**config.mk**
```make
export PLATFORM = sky130hd
export DESIGN_NAME = dma4_top
export DESIGN_NICKNAME = d
export VERILOG_FILES = /design/src/rtl/dma4_pkg.sv /design/src/rtl/dma4_chan.sv /design/src/rtl/dma4_eng.sv /design/src/rtl/dma4_top.sv
export SDC_FILE = /design/constraint.sdc
export NUM_CORES = 2
export LEC_CHECK = 0
export BUFFER_PORTS_ARGS = -buffer_cell sky130_fd_sc_hd__buf_2
export CAP_MARGIN = 20
export CORE_MARGIN = 2
export CORE_UTILIZATION = 45
export CTS_CLUSTER_SIZE = 14
export DETAILED_ROUTE_END_ITERATION = 10
export SLEW_MARGIN = 40
export SYNTH_ARGS = -nofsm -noshare
export SYNTH_HDL_FRONTEND = slang
export SYNTH_SLANG_ARGS = --single-unit
```
**constraint.sdc**
```tcl
create_clock -name clk -period 3.9 [get_ports clk]
set_input_delay 0.78 -clock clk [delete_from_list [all_inputs] [get_ports clk]]
set_output_delay 0.78 -clock clk [all_outputs]
set_load 0.005 [all_outputs]
```
**src/rtl/dma4_pkg.sv**
```systemverilog
`timescale 1ns/1ps
package dma4_pkg;

    typedef enum logic [1:0] {
        ADJ_UP        = 2'd0,
        ADJ_DOWN      = 2'd1,
        ADJ_HOLD      = 2'd2,
        ADJ_UP_RELOAD = 2'd3
    } adj_e;

    typedef enum logic [1:0] {
        TRIG_NOW     = 2'd0,
        TRIG_VBL     = 2'd1,
        TRIG_HBL     = 2'd2,
        TRIG_SPECIAL = 2'd3
    } trig_e;

    // control word bit positions (software visible)
    localparam int B_DADJ = 5;
    localparam int B_SADJ = 7;
    localparam int B_RPT  = 9;
    localparam int B_WIDE = 10;
    localparam int B_TRIG = 12;
    localparam int B_IRQ  = 14;
    localparam int B_EN   = 15;

    localparam logic [15:0] END_MASK = 16'h7FE0;

    // signed byte step per unit, two's complement
    function automatic logic [31:0] step_of(adj_e a, logic wide);
        logic [31:0] unit;
        unit = wide ? 32'd4 : 32'd2;
        case (a)
            ADJ_DOWN: step_of = -unit;
            ADJ_HOLD: step_of = 32'd0;
            default:  step_of = unit;
        endcase
    endfunction

endpackage

```
**src/rtl/dma4_chan.sv**
```systemverilog
`timescale 1ns/1ps
module dma4_chan
    import dma4_pkg::*;
#(
    parameter int               AW       = 32,
    parameter int               CW       = 17,
    parameter logic [CW-1:0]    ZERO_CNT = '0
) (
    input  logic          clk,
    input  logic          rst_n,
    input  logic          wr_en,
    input  logic [1:0]    wr_sel,
    input  logic [31:0]   wr_data,
    input  logic          vblank,
    input  logic          hblank,
    input  logic          done,
    input  logic [AW-1:0] fin_src,
    input  logic [AW-1:0] fin_dst,
    output logic          pend,
    output logic [15:0]   ctrl,
    output logic [AW-1:0] prog_src,
    output logic [AW-1:0] prog_dst,
    output logic [15:0]   prog_cnt,
    output logic [AW-1:0] work_src,
    output logic [AW-1:0] work_dst,
    output logic [CW-1:0] work_cnt
);

    typedef struct packed {
        logic [AW-1:0] src;
        logic [AW-1:0] dst;
        logic [15:0]   cnt;
        logic [15:0]   ctl;
        logic [AW-1:0] wsrc;
        logic [AW-1:0] wdst;
        logic [CW-1:0] wcnt;
        logic          pend;
    } chan_t;

    chan_t q, d;
    logic [CW-1:0] full_cnt;
    trig_e         trig_q;

    always_comb begin
        d        = q;
        full_cnt = (q.cnt == 16'd0) ? ZERO_CNT : CW'(q.cnt);
        trig_q   = trig_e'(q.ctl[B_TRIG+1:B_TRIG]);

        if (wr_en) begin
            case (wr_sel)
                2'd0: d.src = AW'(wr_data) & ~AW'(1);
                2'd1: d.dst = AW'(wr_data) & ~AW'(1);
                2'd2: d.cnt = wr_data[15:0];
                default: begin
                    d.ctl = wr_data[15:0];
                    if (!wr_data[B_EN]) begin
                        d.pend = 1'b0;
                    end else if (!q.ctl[B_EN]) begin
                        d.wsrc = q.src;
                        d.wdst = q.dst;
                        d.wcnt = full_cnt;
                        d.pend = (trig_e'(wr_data[B_TRIG+1:B_TRIG]) == TRIG_NOW);
                    end
                end
            endcase
        end

        if (q.ctl[B_EN] && !q.pend &&
            ((vblank && trig_q == TRIG_VBL) || (hblank && trig_q == TRIG_HBL)))
            d.pend = 1'b1;

        if (done) begin
            d.pend = 1'b0;
            d.wsrc = fin_src;
            d.wcnt = full_cnt;
            if (q.ctl[B_RPT]) begin
                d.wdst = (adj_e'(q.ctl[B_DADJ+1:B_DADJ]) == ADJ_UP_RELOAD) ? q.dst : fin_dst;
                d.pend = (trig_q == TRIG_NOW);
            end else begin
                d.wdst = fin_dst;
                d.ctl  = q.ctl & END_MASK;
            end
        end
    end

    always_ff @(posedge clk or negedge rst_n) begin
        if (!rst_n) q <= '0;
        else        q <= d;
    end

    assign pend     = q.pend;
    assign ctrl     = q.ctl;
    assign prog_src = q.src;
    assign prog_dst = q.dst;
    assign prog_cnt = q.cnt;
    assign work_src = q.wsrc;
    assign work_dst = q.wdst;
    assign work_cnt = q.wcnt;

    AST_ONESHOT_OFF: assert property (@(posedge clk) disable iff (!rst_n)
        done && !ctrl[B_RPT] |=> !ctrl[B_EN] && ctrl[4:0] == 5'd0);

    AST_CANCEL_DROP: assert property (@(posedge clk) disable iff (!rst_n)
        wr_en && wr_sel == 2'd3 && !wr_data[B_EN] && !done |=> !pend);

    AST_NOW_ARMS: assert property (@(posedge clk) disable iff (!rst_n)
        wr_en && wr_sel == 2'd3 && wr_data[B_EN] && !ctrl[B_EN]
        && wr_data[B_TRIG+1:B_TRIG] == 2'd0 && !done |=> pend);

endmodule

```
**src/rtl/dma4_eng.sv**
```systemverilog
`timescale 1ns/1ps
module dma4_eng
    import dma4_pkg::*;
#(
    parameter int NCH = 4,
    parameter int AW  = 32,
    parameter int CW  = 17,
    localparam int CHW = $clog2(NCH)
) (
    input  logic                     clk,
    input  logic                     rst_n,
    input  logic [NCH-1:0]           pend,
    input  logic [NCH-1:0][15:0]     ctl,
    input  logic [NCH-1:0][AW-1:0]   wsrc,
    input  logic [NCH-1:0][AW-1:0]   wdst,
    input  logic [NCH-1:0][CW-1:0]   wcnt,
    output logic                     mem_req,
    output logic                     mem_we,
    output logic                     mem_wide,
    output logic [AW-1:0]            mem_addr,
    output logic [31:0]              mem_wdata,
    input  logic [31:0]              mem_rdata,
    input  logic                     mem_ready,
    output logic [NCH-1:0]           done,
    output logic [AW-1:0]            fin_src,
    output logic [AW-1:0]            fin_dst,
    output logic [NCH-1:0]           irq
);

    typedef enum logic [1:0] {E_IDLE, E_RD, E_WR} est_e;

    typedef struct packed {
        est_e           st;
        logic [CHW-1:0] ch;
        logic [AW-1:0]  src;
        logic [AW-1:0]  dst;
        logic [CW-1:0]  cnt;
        logic           wide;
        adj_e           sadj;
        adj_e           dadj;
        logic           irqen;
        logic [31:0]    data;
        logic [NCH-1:0] irq;
    } eng_t;

    eng_t q, d;
    logic [CHW-1:0] pick;
    logic [15:0]    sel_ctl;
    logic [AW-1:0]  amask, nsrc, ndst;
    logic           unused_ctl;

    always_comb begin
        pick = '0;
        for (int i = NCH - 1; i >= 0; i--)
            if (pend[i]) pick = CHW'(i);
    end

    assign sel_ctl    = ctl[pick];
    assign unused_ctl = ^{sel_ctl[15], sel_ctl[13:11], sel_ctl[9], sel_ctl[4:0]};
    assign amask      = sel_ctl[B_WIDE] ? ~AW'(3) : ~AW'(1);

    always_comb begin
        d        = q;
        d.irq    = '0;
        done     = '0;
        mem_req  = 1'b0;
        mem_we   = 1'b0;
        mem_addr = q.src;
        nsrc     = q.src + AW'(step_of(q.sadj, q.wide));
        ndst     = q.dst + AW'(step_of(q.dadj, q.wide));
        case (q.st)
            E_IDLE: begin
                if (|pend) begin
                    d.st    = E_RD;
                    d.ch    = pick;
                    d.src   = wsrc[pick] & amask;
                    d.dst   = wdst[pick] & amask;
                    d.cnt   = wcnt[pick];
                    d.wide  = sel_ctl[B_WIDE];
                    d.sadj  = adj_e'(sel_ctl[B_SADJ+1:B_SADJ]);
                    d.dadj  = adj_e'(sel_ctl[B_DADJ+1:B_DADJ]);
                    d.irqen = sel_ctl[B_IRQ];
                end
            end
            E_RD: begin
                mem_req = 1'b1;
                if (mem_ready) begin
                    d.data = mem_rdata;
                    d.st   = E_WR;
                end
            end
            default: begin
                mem_req  = 1'b1;
                mem_we   = 1'b1;
                mem_addr = q.dst;
                if (mem_ready) begin
                    d.src = nsrc;
                    d.dst = ndst;
                    d.cnt = q.cnt - CW'(1);
                    d.st  = E_RD;
                    if (q.cnt == CW'(1)) begin
                        done[q.ch]  = 1'b1;
                        d.irq[q.ch] = q.irqen;
                        d.st        = E_IDLE;
                    end
                end
            end
        endcase
    end

    always_ff @(posedge clk or negedge rst_n) begin
        if (!rst_n) q <= '0;
        else        q <= d;
    end

    assign mem_wide  = q.wide;
    assign mem_wdata = q.data;
    assign fin_src   = nsrc;
    assign fin_dst   = ndst;
    assign irq       = q.irq;

    AST_HOLD_REQ: assert property (@(posedge clk) disable iff (!rst_n)
        mem_req && !mem_ready |=> mem_req && $stable(mem_addr) && $stable(mem_we));

    AST_RD_BEFORE_WR: assert property (@(posedge clk) disable iff (!rst_n)
        $rose(mem_we) |-> $past(mem_req && !mem_we && mem_ready));

    AST_UNIT_ALIGN: assert property (@(posedge clk) disable iff (!rst_n)
        mem_req |-> !mem_addr[0] && !(mem_wide && mem_addr[1]));

    AST_DONE_SINGLE: assert property (@(posedge clk) disable iff (!rst_n)
        $onehot0(done));

    AST_IRQ_FOLLOWS: assert property (@(posedge clk) disable iff (!rst_n)
        |irq |-> $past(|done) && $onehot0(irq));

endmodule

```
**src/rtl/dma4_top.sv**
```systemverilog
`timescale 1ns/1ps
module dma4_top
    import dma4_pkg::*;
#(
    parameter int NCH        = 4,
    parameter int AW         = 32,
    parameter int LAST_ZERO  = 65536,
    parameter int OTHER_ZERO = 16384,
    localparam int CHW = $clog2(NCH),
    localparam int CW  = $clog2(LAST_ZERO + 1)
) (
    input  logic            clk,
    input  logic            rst_n,
    input  logic            reg_we,
    input  logic [CHW+1:0]  reg_waddr,
    input  logic [31:0]     reg_wdata,
    input  logic [CHW+1:0]  reg_raddr,
    output logic [31:0]     reg_rdata,
    input  logic            vblank,
    input  logic            hblank,
    output logic            mem_req,
    output logic            mem_we,
    output logic            mem_wide,
    output logic [AW-1:0]   mem_addr,
    output logic [31:0]     mem_wdata,
    input  logic [31:0]     mem_rdata,
    input  logic            mem_ready,
    output logic [NCH-1:0]  dma_irq
);

    logic [NCH-1:0]           pend, done;
    logic [NCH-1:0][15:0]     ctrl, prog_cnt;
    logic [NCH-1:0][AW-1:0]   prog_src, prog_dst, work_src, work_dst;
    logic [NCH-1:0][CW-1:0]   work_cnt;
    logic [AW-1:0]            fin_src, fin_dst;
    logic [CHW-1:0]           rsel;

    for (genvar i = 0; i < NCH; i++) begin : g_ch
        localparam logic [CW-1:0] ZC = (i == NCH - 1) ? CW'(LAST_ZERO) : CW'(OTHER_ZERO);
        dma4_chan #(.AW(AW), .CW(CW), .ZERO_CNT(ZC)) u_ch (
            .clk      (clk),
            .rst_n    (rst_n),
            .wr_en    (reg_we && reg_waddr[CHW+1:2] == CHW'(i)),
            .wr_sel   (reg_waddr[1:0]),
            .wr_data  (reg_wdata),
            .vblank   (vblank),
            .hblank   (hblank),
            .done     (done[i]),
            .fin_src  (fin_src),
            .fin_dst  (fin_dst),
            .pend     (pend[i]),
            .ctrl     (ctrl[i]),
            .prog_src (prog_src[i]),
            .prog_dst (prog_dst[i]),
            .prog_cnt (prog_cnt[i]),
            .work_src (work_src[i]),
            .work_dst (work_dst[i]),
            .work_cnt (work_cnt[i])
        );
    end

    dma4_eng #(.NCH(NCH), .AW(AW), .CW(CW)) u_eng (
        .clk       (clk),
        .rst_n     (rst_n),
        .pend      (pend),
        .ctl       (ctrl),
        .wsrc      (work_src),
        .wdst      (work_dst),
        .wcnt      (work_cnt),
        .mem_req   (mem_req),
        .mem_we    (mem_we),
        .mem_wide  (mem_wide),
        .mem_addr  (mem_addr),
        .mem_wdata (mem_wdata),
        .mem_rdata (mem_rdata),
        .mem_ready (mem_ready),
        .done      (done),
        .fin_src   (fin_src),
        .fin_dst   (fin_dst),
        .irq       (dma_irq)
    );

    assign rsel = reg_raddr[CHW+1:2];

    always_comb begin
        case (reg_raddr[1:0])
            2'd0:    reg_rdata = 32'(prog_src[rsel]);
            2'd1:    reg_rdata = 32'(prog_dst[rsel]);
            2'd2:    reg_rdata = 32'(prog_cnt[rsel]);
            default: reg_rdata = 32'(ctrl[rsel]);
        endcase
    end

    AST_RESET_QUIET: assert property (@(posedge clk) disable iff (!rst_n)
        $rose(rst_n) |-> !mem_req && dma_irq == '0);

endmodule

```
Word level (Yosys, flattened, before mapping). Index checks and enable logic that the tools add are counted.

$add $sub $neg: 4. Muxes and demuxes: 91. Magnitude comparators: 4. Eq/ne operators: 47. Bitwise logic cells: 4. Reduce and logical (&&, ||, !) cells: 82.

Operator list (count): 2-to-1 mux 98 bit (12); 2-to-1 mux 32 bit (13); 2-to-1 mux 81 bit (5); 2-to-1 mux 82 bit (4); binary-select mux 32 bit (select 2 bit) (4); one-hot mux 81 bit (2 select lines) (1); 2-to-1 mux 16 bit (9); one-hot mux 32 bit (2 select lines) (2); binary-select mux 16 bit (select 2 bit) (3); one-hot mux 32 bit (3 select lines) (1); 2-to-1 mux 91 bit (1); adder 32 bit (2); bitwise AND 32 bit (2); zero test 16 bit (4); binary-select mux 17 bit (select 2 bit) (1); 2-to-1 mux 17 bit (2); negation 3 -> 32 bit (1); equality test 2 bit (second input constant) (14); AND reduction 2 bit (14); 2-to-1 mux 4 bit (6); logical AND 1 bit (21); equality test 2 x 1 -> 1 bit (second input constant) (10); zero test 2 bit (9); != test 2 x 1 -> 1 bit (second input constant) (9); other kinds (24) (82).

Register bits: 831. Bits of input ports: 78. Output and inout port bits: 103.

Logic depth before layout (Yosys ltp).
Word-level depth: 10. Mapped depth: 18.

Modules after synthesis. A second synthesis with hierarchy kept.

Cell total of the unflattened synthesis: 4133. Area total of the unflattened synthesis: 45912.8 um2.

By module, submodules not included: dma4_chan (g_ch[0].u_ch ...) (area each 7405.9 um2, cells each 592, sequential area each 4379.2 um2, times used 3); dma4_eng (area each 13007.5 um2, cells each 1493, sequential area each 3128.0 um2, times used 1); dma4_chan (g_ch[3].u_ch) (area each 7508.5 um2, cells each 569, sequential area each 4404.2 um2, times used 1); dma4_top (area each 3179.3 um2, cells each 295, sequential area each 0.0 um2, times used 1).

Worst setup path before layout. OpenSTA, ideal clock, no wires.

Path type: reg-to-reg. Start point: register u_eng.q[40] in the netlist's numbering. End point: register g_ch[2].u_ch.q (netlist bit g_ch[2].u_ch.work_src[28]). Stages on the path, launching flop included: 14. Buffers on the path: 1. Slack: 0.260 ns. Library setup time: 0.137 ns. Period minus slack after synthesis: 3.640 ns. Data required time: 3.763 ns. Data arrival time: 3.503 ns. Cell sequence: dfrtp_1 -> inv_1 -> ha_1 -> ha_1 -> clkbuf_2 -> and3_1 -> a221o_1 -> a41oi_1 -> o211ai_1 -> a21o_1 -> a21o_1 -> a221oi_2 -> xor2_1 -> a21oi_1.

Cells in the longest elaborated chain, start to end: 4.

RTL lines: from (decl) (line dma4_eng.sv:46) `eng_t q, d;`; from (signal assigned) (line dma4_eng.sv:112) `if (!rst_n) q <= '0;`; from (signal assigned) (line dma4_eng.sv:113) `else q <= d;`; equality test 2 bit / equality test 2 x 1 -> 1 bit (equally long branches) (line dma4_pkg.sv:33) `case (a)`; one-hot mux 32 bit (2 select lines) * (line dma4_pkg.sv:33); adder 32 bit * (line dma4_eng.sv:69) `nsrc = q.src + AW'(step_of(q.sadj, q.wide));`; 2-to-1 mux 98 bit * (line dma4_chan.sv:72) `if (done) begin`; to (signal assigned) (line dma4_chan.sv:87) `if (!rst_n) q <= '0;`; to (signal assigned) (line dma4_chan.sv:88) `else q <= d;`; to (decl) (line dma4_chan.sv:40) `chan_t q, d;`.

Mark *: on every way between the ends. The rest lies on a longest branch, timed or not. A chain may end at the register's enable or synchronous reset.

Worst setup path after layout.
Start point: register u_eng.q[39] in the netlist's numbering. End point: register g_ch[1].u_ch.q (netlist bit g_ch[1].u_ch.work_src[30]).

Cells in the longest elaborated chain, start to end: 4.

RTL lines (line): equality test 2 bit / equality test 2 x 1 -> 1 bit (equally long branches) (dma4_pkg.sv:33); one-hot mux 32 bit (2 select lines) * (dma4_pkg.sv:33); adder 32 bit * (dma4_eng.sv:69); 2-to-1 mux 98 bit * (dma4_chan.sv:72); to (signal assigned) (dma4_chan.sv:87); to (signal assigned) (dma4_chan.sv:88); to (decl) (dma4_chan.sv:40).

Marks and branches as above.

==> impl_metrics.py <==
metrics = {
    "grt": {
        "grt_pass1_vias": 32400,
        "grt-ovfl-total": 0,
        "grtUsageTotal_pct": 31.1,
        "grt_max_degree": 87,
        "antenna_found_initial": 9,
        "grt_pass1_wl_um": 225000,
    },
    "clock_tree": {
        "cts_tree": "yes",
        "numCtsBuffers": 91,
        "htree_levels": 3,
        "cts_root_buf": "clkbuf_16",
        "clk_path_buf_depth": 3,
        "cts.clk_slew.worst_paths_ps": 60,
        "cts.sink_count": 818,
        "cts_setup_buffers": 0,
        "insertion_delay_ps": 690,
        "ctsHoldBuffers": 0,
    },
    "timing": {
        "tightest_slew_ps": 894,
        "rsz0062_at_grt": "true",
        "setup_slack_ps": 192,
        "hold_viol": 0,
        "finalSetupViolCount": 0,
        "finalCritPeriodShare_pct": 95.1,
        "final_max_slew_viol_count": 0,
        "relSlewSlack_pct": 40.4,
        "clock-skew-final_ps": 40.7,
        "timing.fmax_mhz": 270,
        "fin_crit_ps": 3710,
    },
    "floorplan": {
        "design.core.area_um2": 94600,
        "ios": 181,
        "fp-row-count": 113,
        "die_w_um": 312,
        "initial_core_util_pct": 45.3,
        "die-area_um2": 97700,
        "chipHeight_um": 312,
    },
    "pwr": {
        "vdd_ir_drop_max_mv": 0.500,
        "power.leakage_nw": 21.4,
        "p_per_area_nw_per_um2": 746,
        "p_total_mw": 36.4,
    },
    "finish": {
        "drive_gt1_share_pct": 30.1,
        "register_area_um2": 20500,
        "final_common_cell": "dfrtp_1",
        "fin_nets": 4037,
        "syn_to_final_growth_pct": 14.0,
        "final_util_pct": 51.6,
        "fin_area_um2": 48800,
        "multiInputGateArea_um2": 21000,
        "n_fill_cell": 8284,
        "final_cell_mix": "dfrtp_1 (817), nand2_1 (505), mux2_2 (451), a21oi_1 (261), nor2_1 (224)",
    },
    "yosys": {
        "synth-xor-area-share_pct": 1.62,
        "synth-async-reset-ratio_pct": 100,
        "netlist_area_um2": 42800,
        "synth.distinct_cells": 86,
        "synth-compound-area-share_pct": 11.6,
        "synth_top_family_by_area": "multiplexers",
        "synth_flop_cell": "dfrtp_1",
        "avgSynthCellArea_um2": 11.2,
        "synth_fa_ha_area_share_pct": 1.20,
        "yosys.area_share.simple_pct": 11.3,
        "ys_warn_count": 0,
        "syn_inst": 3816,
        "synth_edf_count": 0,
        "synth_seq_cells": 818,
        "syn-num-nets": 3934,
        "yosysSeqAreaShare_pct": 47.8,
        "synthMuxAreaShare_pct": 22.8,
    },
    "critical_path": {
        "path_class": "reg -> reg",
        "timing.critical_path.cells": "ha_1 -> mux2_2 -> ha_1 -> a211oi_2 -> o211ai_1 -> a21oi_2 -> o211ai_1 -> a311oi_1 -> nor2_1 -> a221oi_1 -> xor2_1 -> buf_4 -> a21oi_1",
        "end_kind": "flip-flop",
        "required_ps": 4410,
        "cp.arrival_ps": 4210,
        "max_stage_delay_ps": 400,
        "crit_fanout": 5,
        "startpoint_type": "flip-flop",
        "slowest_stage": "dfrtp_1",
    },
    "drt": {
        "avgRoutedWirePerCell_um": 29.0,
        "ant_nets": 0,
        "route.vias.total": 33400,
        "wl_um": 152000,
        "drc": 0,
        "drt_first_pass_iters": 7,
        "first_iter_violations": 3516,
        "viasPerCell": 6.35,
    },
    "outcome": {
        "outcome": "completed",
    },
    "placed_design": {
        "hpwl_um": 102000,
        "dp_slack_ps": 42.5,
        "gp_congestion": 0.904,
        "placed_area_um2": 45600,
        "numPortBuffers": 179,
    },
    "min_path": {
        "worstHoldPathType": "in -> async",
    },
    "job": {
        "cap_viol_max_count": 0,
    },
}
[worst max-delay path, delay by kind of cell (launching register included)]
| family | cells | cell delay [ps] |
|---|---|---|
| multiplexers | 1 | 360 |
| AO/OA/AOI/OAI | 7 | 1630 |
| adder cells (fa/ha/maj) | 2 | 640 |
| buffers and inverters | 1 | 190 |
| XOR/XNOR | 1 | 170 |
| AND/OR/NAND/NOR | 1 | 130 |
| flip-flops | 1 | 400 |
[kinds of logic after synthesis]
kind of cell / after synthesis
and+or+nand+nor: 1061
DFF: 818
AOI/OAI and AO/OA: 781
muxes: 678
buffers and inverters: 358
xor gates and xnor gates: 79
adders and majority gates: 40
other: 1
[flip-flops by register name, indices dropped and copies added, names as in the netlist]
register	flops
g_ch.u_ch.ctrl	64
g_ch.u_ch.pend	4
g_ch.u_ch.prog_cnt	64
g_ch.u_ch.prog_dst	124
g_ch.u_ch.prog_src	124
g_ch.u_ch.work_cnt	65
g_ch.u_ch.work_dst	124
g_ch.u_ch.work_src	124
u_eng.irq	4
u_eng.mem_wdata	32
u_eng.mem_wide	1
u_eng.q	88
[area by class of cell]
type	instances	share of cell area, %
Timing Repair Buffer	332	5.11
Tap cell	1265	3.24
Clock buffer	135	5.56
Clock inverter	31	0.899
Sequential cell	818	41.9
Multi-Input combinational cell	2640	43.0
Antenna cell	1	0.00512
Inverter	36	0.277
[through the flow]
stage | std cells | hold WS, ps | setup TNS, ps
global route | 5257 | 133 | -157
floorplan | 3816 | 433 | 0
CTS | 5256 | 113 | 0
detailed placement | 5090 | 455 | 0
global placement | 5090 | 447 | 0
finish | 5258 | 87.3 | 0
[synth_stat cells (34+ instances only)]
library cell	number	area share, %
dfrtp_1	818	48
nand2_1	509	4.5
mux2_2	451	12
a21oi_1	263	3.1
nor2_1	235	2.1
clkbuf_1	197	1.7
mux4_2	193	10
o21ai_0	150	1.8
and3_1	77	1.1
a22oi_1	71	1.2
a211oi_1	69	1.2
nor2b_1	69	1.0
xnor2_1	57	1.2
buf_1	41	0.36
buf_4	41	0.72
a221oi_1	40	0.82
ha_1	38	1.1
buf_2	37	0.43
inv_1	35	0.31
mux2i_1	34	0.79
[what timing repair did]
item	CTS	global route
resized for setup	0	11
endpoints found under the hold margin	0	0
setup endpoints to repair	0	36
[where the power goes]
part           switching (mW)  total (mW)  internal [mW]
Combinational            8.22        14.3           6.05
Clock                    3.74        9.16           5.42
Sequential               2.19        13.0           10.8
Total                    14.2        36.4           22.3
[layer usage]
layer	GRT usage (%)	part of all wire (%)	routed length [um]	up-vias
met3	7.03	10	15300	303
met5	0	0.043	66	-
met2	45.9	44	67200	1762
met1	45.1	42	64400	17200
met4	11.0	3.6	5430	10
li1	-	-	-	14100
[worst paths after layout]
check	startpoint	endpoint	slack, ps	cells after the start
max in group asynchronous	rst_n	g_ch[0].u_ch.work_cnt[2]$_DFFE_PN0P_	2770	3
max	u_eng.q[39]$_DFFE_PN0P_	g_ch[1].u_ch.work_src[30]$_DFFE_PN0P_	190	13
max reg2reg	u_eng.q[39]$_DFFE_PN0P_	g_ch[1].u_ch.work_src[30]$_DFFE_PN0P_	190	13
min in group clk	mem_rdata[9]	u_eng.mem_wdata[9]$_DFFE_PN0P_	350	2
min reg2reg	g_ch[1].u_ch.work_cnt[2]$_DFFE_PN0P_	g_ch[1].u_ch.work_cnt[2]$_DFFE_PN0P_	470	2
min	rst_n	g_ch[0].u_ch.prog_src[6]$_DFFE_PN0P_	90	1
Note: power is estimated with default switching activity, not from simulation.
